[src/rtl/apr_pkg.sv]
package apr_pkg;

    // What the tracker says about the current clock
    typedef enum logic [1:0] {
        PH_NONE   = 2'd0,
        PH_FIRST  = 2'd1,
        PH_SECOND = 2'd2
    } phase_kind_e;

    // Captured address phase waiting for its parity bit
    typedef struct packed {
        logic valid;
        logic exp_par;
        logic hit;
    } addr_cap_t;

    // Sticky status flags
    typedef struct packed {
        logic dpe;
        logic sse;
    } err_stat_t;

    // Result of one parity comparison
    typedef struct packed {
        logic err;
        logic err_hit;
    } chk_res_t;

    function automatic logic par_mismatch(input logic expected, input logic seen);
        return expected ^ seen;
    endfunction

    function automatic logic is_phase(input phase_kind_e k);
        return k != PH_NONE;
    endfunction

endpackage

[src/rtl/apr_phase_tracker.sv]
module apr_phase_tracker
    import apr_pkg::*;
#(
    parameter int unsigned CBE_W = 4,
    parameter logic [CBE_W-1:0] DUAL_CMD = 4'b1101
) (
    input  logic             clk,
    input  logic             rst,
    input  logic             frame_n,
    input  logic [CBE_W-1:0] cbe_n,
    output phase_kind_e      kind
);
    logic frame_idle_q;   // frame_n was high on the previous clock
    logic dual_q;         // previous clock was a dual-address first phase

    always_comb begin
        kind = PH_NONE;
        if (!frame_n) begin
            if (frame_idle_q)
                kind = PH_FIRST;
            else if (dual_q)
                kind = PH_SECOND;
        end
    end

    always_ff @(posedge clk) begin
        if (rst) begin
            frame_idle_q <= 1'b1;
            dual_q       <= 1'b0;
        end else begin
            frame_idle_q <= frame_n;
            dual_q       <= (kind == PH_FIRST) && (cbe_n == DUAL_CMD);
        end
    end

    // a second phase always follows a first one
    p_second_after_first_r8: assert property (@(posedge clk) disable iff (rst)
        (kind == PH_SECOND) |-> ($past(kind) == PH_FIRST));

endmodule

[src/rtl/apr_par_check.sv]
module apr_par_check
    import apr_pkg::*;
#(
    parameter int unsigned AD_W  = 32,
    parameter int unsigned CBE_W = 4
) (
    input  logic             clk,
    input  logic             rst,
    input  logic             phase_valid,
    input  logic [AD_W-1:0]  ad,
    input  logic [CBE_W-1:0] cbe_n,
    input  logic             hit,
    input  logic             par,
    output chk_res_t         res
);
    addr_cap_t cap_q;

    always_ff @(posedge clk) begin
        if (rst) begin
            cap_q <= '0;
        end else begin
            cap_q.valid   <= phase_valid;
            cap_q.exp_par <= ^{ad, cbe_n};
            cap_q.hit     <= hit;
        end
    end

    always_comb begin
        res.err     = cap_q.valid && par_mismatch(cap_q.exp_par, par);
        res.err_hit = res.err && cap_q.hit;
    end

    // an error is only raised for a clock that followed an address phase
    p_err_after_phase_r1: assert property (@(posedge clk) disable iff (rst)
        res.err |-> $past(phase_valid));

endmodule

[src/rtl/apr_stat_regs.sv]
module apr_stat_regs
    import apr_pkg::*;
#(
    parameter int unsigned STAT_W  = 16,
    parameter int unsigned DPE_BIT = 15,
    parameter int unsigned SSE_BIT = 14
) (
    input  logic              clk,
    input  logic              rst,
    input  logic              err,
    input  logic              sys_en,
    input  logic              wr,
    input  logic [STAT_W-1:0] wdata,
    output err_stat_t         stat
);
    logic clr_dpe, clr_sse;

    assign clr_dpe = wr && wdata[DPE_BIT];
    assign clr_sse = wr && wdata[SSE_BIT];

    always_ff @(posedge clk) begin
        if (rst) begin
            stat <= '0;
        end else begin
            // a new error outranks a clearing write
            if (err)
                stat.dpe <= 1'b1;
            else if (clr_dpe)
                stat.dpe <= 1'b0;

            if (err && sys_en)
                stat.sse <= 1'b1;
            else if (clr_sse)
                stat.sse <= 1'b0;
        end
    end

    // flag holds unless a write of one to its position
    p_dpe_sticky_r6: assert property (@(posedge clk) disable iff (rst)
        (stat.dpe && !clr_dpe) |=> stat.dpe);
    p_sse_sticky_r6: assert property (@(posedge clk) disable iff (rst)
        (stat.sse && !clr_sse) |=> stat.sse);
    // set wins over clear
    p_set_beats_clear_r7: assert property (@(posedge clk) disable iff (rst)
        (err && clr_dpe) |=> stat.dpe);

endmodule

[src/rtl/apr_serr_gen.sv]
module apr_serr_gen
    import apr_pkg::*;
(
    input  logic     clk,
    input  logic     rst,
    input  chk_res_t res,
    input  logic     sys_en,
    output logic     serr_oe,
    output logic     claim_keep
);
    always_ff @(posedge clk) begin
        if (rst) begin
            serr_oe    <= 1'b0;
            claim_keep <= 1'b0;
        end else begin
            serr_oe    <= res.err && sys_en;
            claim_keep <= res.err_hit;
        end
    end

    // a pulse is never stretched without a fresh error
    p_serr_one_clk_r4: assert property (@(posedge clk) disable iff (rst)
        (serr_oe && !res.err) |=> !serr_oe);

endmodule

[src/rtl/addr_par_guard.sv]
module addr_par_guard
    import apr_pkg::*;
#(
    parameter int unsigned AD_W    = 32,
    parameter int unsigned CBE_W   = 4,
    parameter int unsigned STAT_W  = 16,
    parameter int unsigned DPE_BIT = 15,
    parameter int unsigned SSE_BIT = 14
) (
    input  logic              clk,
    input  logic              rst,
    input  logic              frame_n,
    input  logic [AD_W-1:0]   ad,
    input  logic [CBE_W-1:0]  cbe_n,
    input  logic              par,
    input  logic              addr_hit,
    input  logic              cmd_serr_en,
    input  logic              cmd_perr_resp,
    input  logic              cfg_wr,
    input  logic [STAT_W-1:0] cfg_wdata,
    output logic              stat_dpe,
    output logic              stat_sse,
    output logic              serr_oe,
    output logic              claim_keep
);
    localparam logic [CBE_W-1:0] DUAL_CMD = CBE_W'(4'b1101);

    phase_kind_e kind;
    chk_res_t    res;
    err_stat_t   stat;
    logic        sys_en;

    assign sys_en = cmd_serr_en && cmd_perr_resp;

    apr_phase_tracker #(.CBE_W(CBE_W), .DUAL_CMD(DUAL_CMD)) u_track (
        .clk(clk), .rst(rst), .frame_n(frame_n), .cbe_n(cbe_n), .kind(kind)
    );

    apr_par_check #(.AD_W(AD_W), .CBE_W(CBE_W)) u_chk (
        .clk(clk), .rst(rst), .phase_valid(is_phase(kind)), .ad(ad),
        .cbe_n(cbe_n), .hit(addr_hit), .par(par), .res(res)
    );

    apr_stat_regs #(.STAT_W(STAT_W), .DPE_BIT(DPE_BIT), .SSE_BIT(SSE_BIT)) u_stat (
        .clk(clk), .rst(rst), .err(res.err), .sys_en(sys_en),
        .wr(cfg_wr), .wdata(cfg_wdata), .stat(stat)
    );

    apr_serr_gen u_serr (
        .clk(clk), .rst(rst), .res(res), .sys_en(sys_en),
        .serr_oe(serr_oe), .claim_keep(claim_keep)
    );

    assign stat_dpe = stat.dpe;
    assign stat_sse = stat.sse;

    // system error pulse always lands with both flags set
    p_serr_sets_flags_r4: assert property (@(posedge clk) disable iff (rst)
        serr_oe |-> (stat_sse && stat_dpe));
    // no system error pulse without both enables one clock earlier
    p_serr_needs_enables_r3: assert property (@(posedge clk) disable iff (rst)
        serr_oe |-> $past(cmd_serr_en && cmd_perr_resp));
    // claim hold is only raised together with a detected error
    p_claim_with_error_r5: assert property (@(posedge clk) disable iff (rst)
        claim_keep |-> stat_dpe);

endmodule

[config.mk]
export PLATFORM = sky130hd
export DESIGN_NAME = addr_par_guard
export DESIGN_NICKNAME = d
export VERILOG_FILES = /design/src/rtl/apr_pkg.sv /design/src/rtl/apr_phase_tracker.sv /design/src/rtl/apr_par_check.sv /design/src/rtl/apr_stat_regs.sv /design/src/rtl/apr_serr_gen.sv /design/src/rtl/addr_par_guard.sv
export SDC_FILE = /design/constraint.sdc
export NUM_CORES = 1
export LEC_CHECK = 0
export ABC_AREA = 1
export BUFFER_PORTS_ARGS = -buffer_cell sky130_fd_sc_hd__buf_4
export CAP_MARGIN = 25
export CORE_MARGIN = 4
export CORE_UTILIZATION = 44
export DETAILED_ROUTE_END_ITERATION = 6
export GPL_TIMING_DRIVEN = 1
export HOLD_SLACK_MARGIN = 0.05
export PLACE_DENSITY = 0.81
export SYNTH_ARGS = -nofsm -noshare
export SYNTH_HDL_FRONTEND = slang
export SYNTH_SLANG_ARGS = --single-unit
[constraint.sdc]
create_clock -name clk -period 1.74 [get_ports clk]
set_input_delay 0.348 -clock clk [delete_from_list [all_inputs] [get_ports clk]]
set_output_delay 0.348 -clock clk [all_outputs]
set_load 0.1 [all_outputs]
# Yosys cells after proc, flatten, opt, wreduce, memory -nomap -nowiden
# Cells that the tools add are included.
[word_totals]
ramBits = 0
mem_count = 0
latch_bits = 0
in_bits = 60
mem_bits_ro = 0
out_inout_bits = 4
elab_cells = 30
regBits = 9
[op_classes]
n_eq_ne = 2
n_addsub = 0
magnitude_cmp = 0
n_div = 0
n_mul = 0
n_mux = 7
bitwise_logic = 1
n_shift = 0
reduce_logical = 11
[ops]
columns = ["cell", "count"]
rows = [
  ["$reduce_xor A36 Y1", 1],
  ["$logic_and A1 B1 Y1", 7],
  ["$mux W2", 3],
  ["$reduce_bool A2 Y1", 3],
  ["$eq A4 B4 Y1 const B", 1],
  ["$mux W1", 4],
  ["$eq A2 B1 Y1 const B", 1],
  ["$xor A1 B1 Y1", 1],
]

# Longest topological paths before layout
[logic_depth]
ltp_word = 5
depth_mapped = 14
mapped_depth_nobuf = 14

# Cells and area by module
# A second synthesis with hierarchy kept.
[unflattened]
hier_cells = 271
hier_area_um2 = 1236.2
[by_module_without_submodules]
columns = ["mod", "area_each_um2", "cells_each", "instances", "seq_area_each_um2"]
rows = [
  ["apr_par_check", 991.0, 236, 1, 60.1],
  ["apr_phase_tracker", 88.8, 14, 1, 40.0],
  ["apr_stat_regs", 80.1, 10, 1, 40.0],
  ["apr_serr_gen", 57.6, 6, 1, 40.0],
  ["addr_par_guard", 18.8, 5, 1, 0.0],
]

# Worst setup path before layout
# No wires, ideal clock.
[synth_path]
path_kind = "in2reg"
start = "input port cbe_n[1]"
end = "register u_chk.cap_q[1] (netlist bit)"
path_stages = 10
setup_ns = 0.115
slack_ns = 0.227
path_buffers = 0
arrival_ns = 1.398
cell_sequence = "inv_1 -> ha_1 -> xnor2_1 -> nand3_1 -> nand2_1 -> nand2_1 -> nand2_1 -> nand3_1 -> a21oi_1 -> nor2_1"
[synth_via]
elab_chain_len = 1
[synth_rtl]
columns = ["element", "line_no", "text"]
rows = [
  ["start: declaration", "addr_par_guard.sv:14", "input logic [CBE_W-1:0] cbe_n,"],
  ["$reduce_xor A36 Y1", "apr_par_check.sv:23", "cap_q.exp_par <= ^{ad, cbe_n};"],
  ["end: declaration", "apr_par_check.sv:16", "addr_cap_t cap_q;"],
]
# No other way between the ends.
# A chain may end at the register's enable or synchronous reset.

# Worst setup path in the final report
[layout_path]
start = "input port cbe_n[0]"
end = "register u_chk.cap_q[1] (netlist bit)"
# The elaborated chain is that of the path after synthesis.

==> impl_metrics.csv <==
group,metric,value,unit
sta,postLayoutSetupSlackWorst,0.2543,ns
final_layout,multi_input_comb_area,788.3,µm²
final_layout,final_common_cell,"sky130_fd_sc_hd__nand2_1",
placement,dp_slack,-0.02419,ns
sta,final_hold_slack,0.2900,ns
routing,violation_count_after_the_first_detailed_routing_iteration,37,
routing,vias,1374,
synthesis,yosysUniqueCellTypes,14,
synthesis,postSynthRegisterBits,9,
routing,remaining_design_rule_violation_count,0,
hold_path,hold_class,"input pin to flip-flop",
sta,grt_setup_unrepaired,"no",
global_route,maximum_number_of_pins_on_one_net_before_global_route_repair,7,
final_layout,post_route_cells_drive_above_1_share,0.2439,
global_route,grt.total_usage,0.1438,
synthesis,mean_area_per_synthesized_cell,4.732,µm²
cts,clkSlewWorstSetupHoldPaths,0.06,ns
synthesis,yosys.area.top_type_share,0.5085,
synthesis,syn-cell-area,0.001107,mm²
sta,final-setup-viol-count,0,
power_and_ir_drop,power_density,489.4,mW/mm²
placement,placement.io_buffers,49,
power_and_ir_drop,power.leakage,1.030,nW
global_route,antenna_violations_before_repair,0,
synthesis,syn_nets,296,
power_and_ir_drop,power.ir.vdd_worst,0.0005716,V
synthesis,syn-instance-count,234,
critical_path,arrival,1.64,ns
synthesis,synth_top_cell_by_area,"sky130_fd_sc_hd__nand2_1",
cts,cts_max_level,1,
sta,final_hold_viol_count,0,
placement,final_weighted_congestion_of_routability_driven_global_placement,0.7014,
synthesis,synth_warnings,0,
cts,clock_root_cell,"sky130_fd_sc_hd__clkbuf_4",
sta,final.period_utilization,0.8538,
sta,max_slew_margin,0.8158,
synthesis,ys_top_cells_by_area,"sky130_fd_sc_hd__nand2_1 51%, sky130_fd_sc_hd__dfxtp_1 16%, sky130_fd_sc_hd__inv_1 10%",
die,fp-row-count,17,
cts,tritoncts.num_buffers,3,
cts,cts-hold-fix-buffers,0,
cts,cts_tree,"done",
routing,drt-total-wl,2.313,mm
die,die_y,58.17,µm
routing,post_drt_via_cell_ratio,4.362,
global_route,global_route_congestion_overflow_total,0,
final_layout,layout_utilization,0.6688,
placement,numPlacedInstances,311,
die,io_pins,64,
synthesis,synth.yosys.seq_area_share,0.1627,
die,initial_utilization,0.4820,
final_layout,final-instance-count-excl-fill,315,
routing,antenna_violating_nets_post_route,0,
final_layout,syn2layout_area_growth,38.76,%
status,run_status,"finished, final reports clean",
sta,maxSlewViolCount,0,
cts,cts.path.max_buffers,2,
die,die_width,58.17,µm
die,fp.coreArea,0.002297,mm²
die,dieArea,0.003383,mm²
cts,post_cts_resized,0,
critical_path,critical_path.endpoint_type,"flip-flop",
cts,post_cts.repair.setup_buffers,0,
sta,final_period_demand_of_the_worst_path,1.486,ns
final_layout,nNetsFinal,350,
sta,tightestPinTransition,0.2743,ns
cts,clock-sinks,9,
critical_path,cp.required,1.89,ns
routing,detailedRoute.firstPassIterationCount,4,
global_route,first_pass_grt_wire_length,4.098,mm
final_layout,final_cell_mix,"150 x sky130_fd_sc_hd__nand2_1, 49 x sky130_fd_sc_hd__buf_4, 30 x sky130_fd_sc_hd__inv_1",
final_layout,regArea,180.2,µm²
cts,clkLatencyLatePin,0.26,ns
routing,routed_wire_length_per_instance,7.343,µm
critical_path,timing.critical_path.fanout_max,3,
sta,clock_skew,0.007352,ns
sta,timing.fmax,673.1,MHz
final_layout,insertedDiodeCount,0,
global_route,vias_in_the_first_global_route,1157,
placement,detailedPlacementHpwl,2.089,mm
run,drv.max_cap_violation_count,0,
critical_path,crit_type,"input pin to flip-flop",
critical_path,type_of_element_launching_the_critical_path,"input pin",
final_layout,num-fill-cells,259,
==> sequential cells by signal, indices dropped and copies added, names as in the netlist <==
name	flops
u_track.frame_idle_q	1
u_track.dual_q	1
u_serr.serr_oe	1
u_stat.stat	2
u_serr.claim_keep	1
u_chk.cap_q	3
==> worst max-delay path, cell delays in order <==
cell	delay, ns
sky130_fd_sc_hd__buf_4	0.11
sky130_fd_sc_hd__ha_1	0.29
sky130_fd_sc_hd__xnor2_1	0.25
sky130_fd_sc_hd__nand3_1	0.11
sky130_fd_sc_hd__nand2_1	0.10
sky130_fd_sc_hd__nand2_1	0.05
sky130_fd_sc_hd__nand2_1	0.06
sky130_fd_sc_hd__nand3_1	0.09
sky130_fd_sc_hd__a21oi_1	0.16
sky130_fd_sc_hd__nor2_1	0.07
==> path summary, 6_finish.rpt <==
kind	from	end	slack, ns	depth (start not counted)
setup reg to reg	u_chk.cap_q[1]	u_stat.stat[0]	0.88	5
hold / removal	rst	u_stat.stat[0]	0.29	2
hold reg to reg	u_chk.cap_q[0]	u_serr.claim_keep	0.42	2
setup / recovery	cbe_n[0]	u_chk.cap_q[1]	0.25	10
==> through the flow <==
| step | area, µm² | TNS, ns | power, mW |
|---|---|---|---|
| finish | 1536 | 0 | 0.7519 |
| global route | 1536 | 0 | 0.8320 |
| CTS | 1536 | 0 | 0.7632 |
| detailed placement | 1510 | -0.02419 | 0.6034 |
| global placement | 1510 | 0 | 0.5944 |
| floorplan | 1107 | 0 | 0.4703 |
==> layer usage <==
| metal | vias up | GRT usage | routed length, µm |
|---|---|---|---|
| li1 | 788 | - | - |
| met3 | 2 | 0.03341 | 178 |
| met2 | 34 | 0.2500 | 1111 |
| met5 | - | 0 | 0 |
| met4 | 0 | 0.02980 | 16 |
| met1 | 550 | 0.1797 | 1007 |
==> layout make-up <==
cell class              count  share of cell area
clock buffers               4             0.01710
flip-flops and latches      9              0.1173
repair buffers             49              0.2394
well taps                  28             0.02280
multi-input cells         188              0.5130
inverters                  37             0.09039
==> power by group <==
part	internal [mW]	leakage, nW	switching (mW)
Sequential	0.218	0.0738	0.00600
Clock	0.0881	0.0150	0.0677
Combinational	0.165	0.941	0.207
Total	0.472	1.03	0.280
==> kinds of logic after synthesis <==
group | after synthesis | synth area share
DFF | 9 | 0.1627
buffers and inverters | 37 | 0.1254
adders and majority gates | 2 | 0.02260
xor gates and xnor gates | 4 | 0.03164
and+or+nand+nor | 179 | 0.6441
AOI/OAI and AO/OA | 3 | 0.01356
==> cell usage after synthesis <==
master and number:
sky130_fd_sc_hd__xor2_1 1, sky130_fd_sc_hd__or2_2 1, sky130_fd_sc_hd__ha_1 2, sky130_fd_sc_hd__nand3_1 8
sky130_fd_sc_hd__nand2_2 8, sky130_fd_sc_hd__nor2_2 1, sky130_fd_sc_hd__xnor2_1 3, sky130_fd_sc_hd__nand2_1 150
sky130_fd_sc_hd__nor2_1 10, sky130_fd_sc_hd__dfxtp_1 9, sky130_fd_sc_hd__a21oi_1 3, sky130_fd_sc_hd__inv_2 7
sky130_fd_sc_hd__inv_1 30, sky130_fd_sc_hd__nand3_2 1
(Power assumes the default switching activity.)
